[config.mk]
export PLATFORM = sky130hd
export DESIGN_NAME = rename_repair_map
export DESIGN_NICKNAME = d
export VERILOG_FILES = /design/src/rtl/rrm_pkg.sv /design/src/rtl/rrm_repair_table.sv /design/src/rtl/rrm_spec_table.sv /design/src/rtl/rename_repair_map.sv
export SDC_FILE = /design/constraint.sdc
export NUM_CORES = 2
export LEC_CHECK = 0
export BUFFER_PORTS_ARGS = -buffer_cell sky130_fd_sc_hd__buf_2
export CAP_MARGIN = 20
export CORE_MARGIN = 2
export CORE_UTILIZATION = 43
export CTS_BUF_LIST = sky130_fd_sc_hd__clkbuf_2
export CTS_CLUSTER_DIAMETER = 120
export DETAILED_ROUTE_END_ITERATION = 8
export PLACE_DENSITY_LB_ADDON = 0.05
export SYNTH_ARGS = -nofsm -noshare
export SYNTH_HDL_FRONTEND = slang
export SYNTH_SLANG_ARGS = --single-unit
export TNS_END_PERCENT = 50
[constraint.sdc]
create_clock -name clk_i -period 2.5 [get_ports clk_i]
set_input_delay 0.125 -clock clk_i [delete_from_list [all_inputs] [get_ports clk_i]]
set_output_delay 0.125 -clock clk_i [all_outputs]
set_load 0.01 [all_outputs]
[src/rtl/rrm_pkg.sv]
package rrm_pkg;
  localparam int unsigned RRM_NUM_ARCH = 32;
  localparam int unsigned RRM_PTAG_W   = 8;
  localparam int unsigned RRM_NUM_RD   = 3;

  typedef enum logic [1:0] {
    RD_SRC_A = 2'd0,
    RD_SRC_B = 2'd1,
    RD_DST   = 2'd2
  } rd_port_e;
endpackage

[src/rtl/rrm_repair_table.sv]
module rrm_repair_table #(
  parameter int unsigned NUM_ARCH = 32,
  parameter int unsigned PTAG_W   = 8,
  parameter int unsigned NUM_RD   = 3,
  localparam int unsigned AW      = $clog2(NUM_ARCH)
) (
  input  logic                       clk_i,
  input  logic                       rst_ni,
  input  logic                       load_i,
  input  logic [NUM_ARCH*PTAG_W-1:0] snap_i,
  input  logic                       wr_en_i,
  input  logic [AW-1:0]              wr_idx_i,
  input  logic [PTAG_W-1:0]          wr_tag_i,
  input  logic                       clr_i,
  input  logic [AW-1:0]              rd_idx_i [NUM_RD],
  output logic [PTAG_W-1:0]          rd_tag_o [NUM_RD],
  output logic [NUM_ARCH*PTAG_W-1:0] ent_flat_o,
  output logic [NUM_ARCH-1:0]        dirty_o
);
  logic [PTAG_W-1:0]   snap_q [NUM_ARCH];
  logic [PTAG_W-1:0]   ent_q  [NUM_ARCH];
  logic [NUM_ARCH-1:0] dirty_q;

  always_ff @(posedge clk_i or negedge rst_ni) begin
    if (!rst_ni) begin
      for (int i = 0; i < NUM_ARCH; i++) begin
        snap_q[i] <= PTAG_W'(i);
        ent_q[i]  <= PTAG_W'(i);
      end
      dirty_q <= '0;
    end else if (load_i) begin
      for (int i = 0; i < NUM_ARCH; i++) snap_q[i] <= snap_i[i*PTAG_W +: PTAG_W];
      dirty_q <= '0;
    end else begin
      if (clr_i) dirty_q <= '0;
      if (wr_en_i) begin
        ent_q[wr_idx_i]   <= wr_tag_i;
        dirty_q[wr_idx_i] <= 1'b1;
      end
    end
  end

  // dirty entry wins, else the loaded snapshot
  for (genvar k = 0; k < NUM_RD; k++) begin : g_rd
    assign rd_tag_o[k] = dirty_q[rd_idx_i[k]] ? ent_q[rd_idx_i[k]] : snap_q[rd_idx_i[k]];
  end

  for (genvar i = 0; i < NUM_ARCH; i++) begin : g_flat
    assign ent_flat_o[i*PTAG_W +: PTAG_W] = ent_q[i];
  end

  assign dirty_o = dirty_q;
endmodule

[src/rtl/rrm_spec_table.sv]
module rrm_spec_table #(
  parameter int unsigned NUM_ARCH = 32,
  parameter int unsigned PTAG_W   = 8,
  parameter int unsigned NUM_RD   = 3,
  localparam int unsigned AW      = $clog2(NUM_ARCH)
) (
  input  logic                       clk_i,
  input  logic                       rst_ni,
  input  logic                       wr_en_i,
  input  logic [AW-1:0]              wr_idx_i,
  input  logic [PTAG_W-1:0]          wr_tag_i,
  input  logic                       merge_i,
  input  logic [NUM_ARCH-1:0]        merge_mask_i,
  input  logic [NUM_ARCH*PTAG_W-1:0] merge_data_i,
  input  logic [AW-1:0]              rd_idx_i [NUM_RD],
  output logic [PTAG_W-1:0]          rd_tag_o [NUM_RD],
  output logic [NUM_ARCH*PTAG_W-1:0] map_flat_o
);
  logic [PTAG_W-1:0] map_q [NUM_ARCH];

  always_ff @(posedge clk_i or negedge rst_ni) begin
    if (!rst_ni) begin
      for (int i = 0; i < NUM_ARCH; i++) map_q[i] <= PTAG_W'(i);
    end else if (merge_i) begin
      for (int i = 0; i < NUM_ARCH; i++)
        if (merge_mask_i[i]) map_q[i] <= merge_data_i[i*PTAG_W +: PTAG_W];
    end else if (wr_en_i) begin
      map_q[wr_idx_i] <= wr_tag_i;
    end
  end

  for (genvar k = 0; k < NUM_RD; k++) begin : g_rd
    assign rd_tag_o[k] = map_q[rd_idx_i[k]];
  end

  for (genvar i = 0; i < NUM_ARCH; i++) begin : g_flat
    assign map_flat_o[i*PTAG_W +: PTAG_W] = map_q[i];
  end
endmodule

[src/rtl/rename_repair_map.sv]
module rename_repair_map
  import rrm_pkg::*;
#(
  parameter int unsigned NUM_ARCH = RRM_NUM_ARCH,
  parameter int unsigned PTAG_W   = RRM_PTAG_W,
  localparam int unsigned AW      = $clog2(NUM_ARCH)
) (
  input  logic                       clk_i,
  input  logic                       rst_ni,
  input  logic                       ckpt_load_i,
  input  logic [NUM_ARCH*PTAG_W-1:0] ckpt_map_i,
  input  logic                       rep_valid_i,
  input  logic [AW-1:0]              rep_src_a_i,
  input  logic [AW-1:0]              rep_src_b_i,
  input  logic                       rep_dst_we_i,
  input  logic [AW-1:0]              rep_dst_i,
  input  logic [PTAG_W-1:0]          rep_ptag_i,
  output logic                       rep_ready_o,
  output logic [PTAG_W-1:0]          rep_src_a_ptag_o,
  output logic [PTAG_W-1:0]          rep_src_b_ptag_o,
  output logic [PTAG_W-1:0]          rep_old_ptag_o,
  input  logic                       spec_valid_i,
  input  logic [AW-1:0]              spec_src_a_i,
  input  logic [AW-1:0]              spec_src_b_i,
  input  logic                       spec_dst_we_i,
  input  logic [AW-1:0]              spec_dst_i,
  input  logic [PTAG_W-1:0]          spec_ptag_i,
  output logic                       spec_ready_o,
  output logic [PTAG_W-1:0]          spec_src_a_ptag_o,
  output logic [PTAG_W-1:0]          spec_src_b_ptag_o,
  output logic [PTAG_W-1:0]          spec_old_ptag_o,
  input  logic                       merge_i
);
  localparam int unsigned NRD = RRM_NUM_RD;

  logic                       rep_wr, spec_wr, merge_go;
  logic [NUM_ARCH-1:0]        rep_dirty;
  logic [NUM_ARCH*PTAG_W-1:0] rep_ent_flat;
  logic [NUM_ARCH*PTAG_W-1:0] spec_flat;
  logic [AW-1:0]              rep_rd_idx  [NRD];
  logic [AW-1:0]              spec_rd_idx [NRD];
  logic [PTAG_W-1:0]          rep_rd_tag  [NRD];
  logic [PTAG_W-1:0]          spec_rd_tag [NRD];

  // merge blocks both ports; a load blocks the repair port and overrides merge
  assign rep_ready_o  = !merge_i && !ckpt_load_i;
  assign spec_ready_o = !merge_i;
  assign merge_go     = merge_i && !ckpt_load_i;
  assign rep_wr       = rep_valid_i && rep_ready_o && rep_dst_we_i;
  assign spec_wr      = spec_valid_i && spec_ready_o && spec_dst_we_i;

  assign rep_rd_idx[RD_SRC_A]  = rep_src_a_i;
  assign rep_rd_idx[RD_SRC_B]  = rep_src_b_i;
  assign rep_rd_idx[RD_DST]    = rep_dst_i;
  assign spec_rd_idx[RD_SRC_A] = spec_src_a_i;
  assign spec_rd_idx[RD_SRC_B] = spec_src_b_i;
  assign spec_rd_idx[RD_DST]   = spec_dst_i;

  rrm_repair_table #(.NUM_ARCH(NUM_ARCH), .PTAG_W(PTAG_W), .NUM_RD(NRD)) u_repair (
    .clk_i      (clk_i),
    .rst_ni     (rst_ni),
    .load_i     (ckpt_load_i),
    .snap_i     (ckpt_map_i),
    .wr_en_i    (rep_wr),
    .wr_idx_i   (rep_dst_i),
    .wr_tag_i   (rep_ptag_i),
    .clr_i      (merge_go),
    .rd_idx_i   (rep_rd_idx),
    .rd_tag_o   (rep_rd_tag),
    .ent_flat_o (rep_ent_flat),
    .dirty_o    (rep_dirty)
  );

  rrm_spec_table #(.NUM_ARCH(NUM_ARCH), .PTAG_W(PTAG_W), .NUM_RD(NRD)) u_spec (
    .clk_i        (clk_i),
    .rst_ni       (rst_ni),
    .wr_en_i      (spec_wr),
    .wr_idx_i     (spec_dst_i),
    .wr_tag_i     (spec_ptag_i),
    .merge_i      (merge_go),
    .merge_mask_i (rep_dirty),
    .merge_data_i (rep_ent_flat),
    .rd_idx_i     (spec_rd_idx),
    .rd_tag_o     (spec_rd_tag),
    .map_flat_o   (spec_flat)
  );

  assign rep_src_a_ptag_o  = rep_rd_tag[RD_SRC_A];
  assign rep_src_b_ptag_o  = rep_rd_tag[RD_SRC_B];
  assign rep_old_ptag_o    = rep_rd_tag[RD_DST];
  assign spec_src_a_ptag_o = spec_rd_tag[RD_SRC_A];
  assign spec_src_b_ptag_o = spec_rd_tag[RD_SRC_B];
  assign spec_old_ptag_o   = spec_rd_tag[RD_DST];
endmodule

==> reports/qor.yml <==
swShare_pct: 33.5
synth-async-reset-ratio_pct: 100
core_area_um2: 118000
skew_ps: 95.2
avgSynthCellArea_um2: 13.0
synth.yosys.seq_area_share_pct: 39.9
intPower_mw: 22.0
synth_top_area_share_pct: 27.5
min_period_ps: 4370
timing.final.hold_violations: 1
critPathCaptureType: "primary output"
synth_edf_count: 0
violations: "negative hold slack, negative setup slack"
setup_ws_ps: -1870
clkSinkCount: 800
crit_fanout: 3
maxSlewHeadroom_pct: 9.97
drc_errors: 0
startpoint_type: "flop"
power.density_nw_per_um2: 472
final_nets: 5859
netlist-cell-type-count: 59
ant_nets: 0
vias_per_cell: 6.47
vias: 47200
status: "complete, but fails checks"
syn_area_um2: 50900
synth_seq_cells: 800
grt-ovfl-total: 0
path_class: "flop to primary output"
port_buffers: 359
dieWidth_um: 348
final_max_slew_viol_count: 0
drt_wl_total_mm: 249
max_cap_viol_count: 0
nFillCells: 9486
layout_commonest_cell: "dlygate4sd3_1"
io-pin-count: 360
final_cell_mix: "dlygate4sd3_1, mux4_2, dfrtp_1"
drt-initial-drc-count: 5991
root_buffer: "clkbuf_2"
htree_num_levels: 4
synth_area_leaders: "dfrtp_1, mux4_2, dfstp_2"
start_util_pct: 43.2
clock_path_buffers: 3
yosys.area.top_type: "dfrtp_1"
yosys_warnings: 0
synth_nets: 4241
worst_skew_pair.late_latency_ps: 1800
min_path_type: "primary input to flop"
grt_first_pass_wirelength_mm: 352
ys.flop_type: "dfrtp_1"
cts_tree: "yes"
syn_to_final_growth_pct: 37.6
dr.pass1.iters: 9
required_ps: 2380
peakVddDrop_v: 0.000486
rsz0062_at_grt: "true"
p_clk_share_pct: 31.7
cp.arrival_ps: 4250
syn-instance-count: 3931
p_comb_share_pct: 23.7
setup_viol: 49
final_util_pct: 59.5
die_y_um: 348
pwr-share-seq_pct: 44.6
grt_max_degree: 134
fin_crit_sh_pct: 175
grt_use_total_pct: 41.0
dpl.hpwl_mm: 178
grt_pass1_vias: 47400
drive_gt1_share_pct: 47.3
holdWs_ps: -6.38
p_sw_mw: 11.1
gp_congestion: 1.00
num_rows: 126
antenna_found_initial: 18
p_leak_nw: 29.2
worst_pin_slew_ps: 1350
numCtsBuffers: 220
routedWlPerCell_um: 34.2
die_area_um2: 121000
fmax_mhz: 229
clkTransAtPathRegs_ps: 120
-- timing repair --
action	CTS	global route
setup endpoints to repair	48	269
pin swaps	25	16
hold buffers	903	7
resized for setup	141	54
hold endpoints to repair	1600	121
buffers inserted	18	9
-- logic make-up (layout without fill, tap and decap cells) --
| group | count (synthesis) | count (layout) | synth area share, % |
|---|---|---|---|
| flops | 800 | 800 | 39.9 |
| simple gates | 561 | 561 | 4.93 |
| buf+inv | 397 | 2210 | 3.35 |
| mux | 1271 | 1271 | 39.6 |
| other cells | 0 | 10 | 0 |
| compound gates | 902 | 902 | 12.2 |
-- synth_stat cells, drive strengths merged, types with 6 or more instances --
cell	number
mux4	542
clkbuf	252
a21o	10
mux2i	191
dfstp	240
and2	8
nand4	26
a22o	10
nor2	59
nand3b	7
o21ai	289
mux2	538
a221oi	68
nand3	18
nor3b	8
nand2b	6
a211oi	6
nand2	347
inv	9
a22oi	437
a221o	13
and3	26
or2	8
buf	134
nor3	11
a21oi	30
nor2b	23
dfrtp	560
-- state kept, by name (all words and copies together) (netlist names) --
register / count
u_repair.ent_flat_o: 256
u_repair.snap_q: 256
u_spec.map_flat_o: 256
u_repair.dirty_o: 32
-- per-stage QoR --
stage / setup slack [ps] / setup TNS, ps / instance area, um^2 / instances / total power, mW
final: -1870 / -70310 / 70100 / 7290 / 33.1
after global placement: -426 / -8670 / 57700 / 5931 / 20.9
after CTS: -2040 / -88030 / 69800 / 7266 / 32.7
after floorplan: 199 / 0 / 50900 / 3931 / 17.8
after global routing: -1960 / -74910 / 70100 / 7288 / 34.2
after detailed placement: -436 / -7570 / 57700 / 5931 / 20.9
-- layer usage --
| metal | vias to the layer above | track usage (%) | wire [um] |
|---|---|---|---|
| met3 | 751 | 10.3 | 25300 |
| met1 | 24100 | 53.6 | 95500 |
| met4 | 12 | 27.2 | 19200 |
| met2 | 3175 | 60.6 | 109000 |
| li1 | 19100 | - | - |
| met5 | - | 0 | 92 |
-- final timing paths --
check	start	endpoint	slack (ps)	depth (start not counted)
min	ckpt_load_i	u_spec.map_flat_o[252]$_DFFE_PN1P_	-6	6
max in group asynchronous	rst_ni	u_repair.snap_q[32]$_DFFE_PN1P_	780	7
min reg2reg	u_spec.map_flat_o[104]$_DFFE_PN1P_	u_spec.map_flat_o[104]$_DFFE_PN1P_	500	2
max reg2reg	u_repair.dirty_o[11]$_DFF_PN0_	u_spec.map_flat_o[93]$_DFFE_PN0P_	250	6
min in group asynchronous	rst_ni	u_repair.ent_flat_o[155]$_DFFE_PN0P_	720	6
max	u_repair.dirty_o[23]$_DFF_PN0_	rep_src_a_ptag_o[0]	-1870	7
-- power groups by stage --
stage / logic, mW / registers, mW / clock network, mW
2_1_floorplan: 3.34 / 14.4 / 0
3_3_place_gp: 5.99 / 14.9 / 0
3_5_place_dp: 5.99 / 14.9 / 0
4_1_cts: 7.52 / 14.7 / 10.5
5_1_grt: 8.14 / 14.8 / 11.3
6_report: 7.84 / 14.8 / 10.5
-- critical path, cell delays in order, from the launching register on --
cell and delay, ps:
dfrtp_1 410, mux4_2 470, mux4_2 570, a221oi_4 320
buf_6 160, a2111oi_4 50, a211oi_2 330, buf_2 200
-- area by class of cell --
class	instances	area [um^2]	area share, %
clock buffer	364	1820	2.60
antenna	10	25.0	0.0357
timing repair buffer	1782	16200	23.1
sequential	800	20400	29.1
multi-input combinational	2734	29400	42.0
tap	1536	1920	2.74
inverter	11	41.3	0.0589
clock inverter	53	304	0.434
No activity file was read; power rests on OpenSTA's default activity.
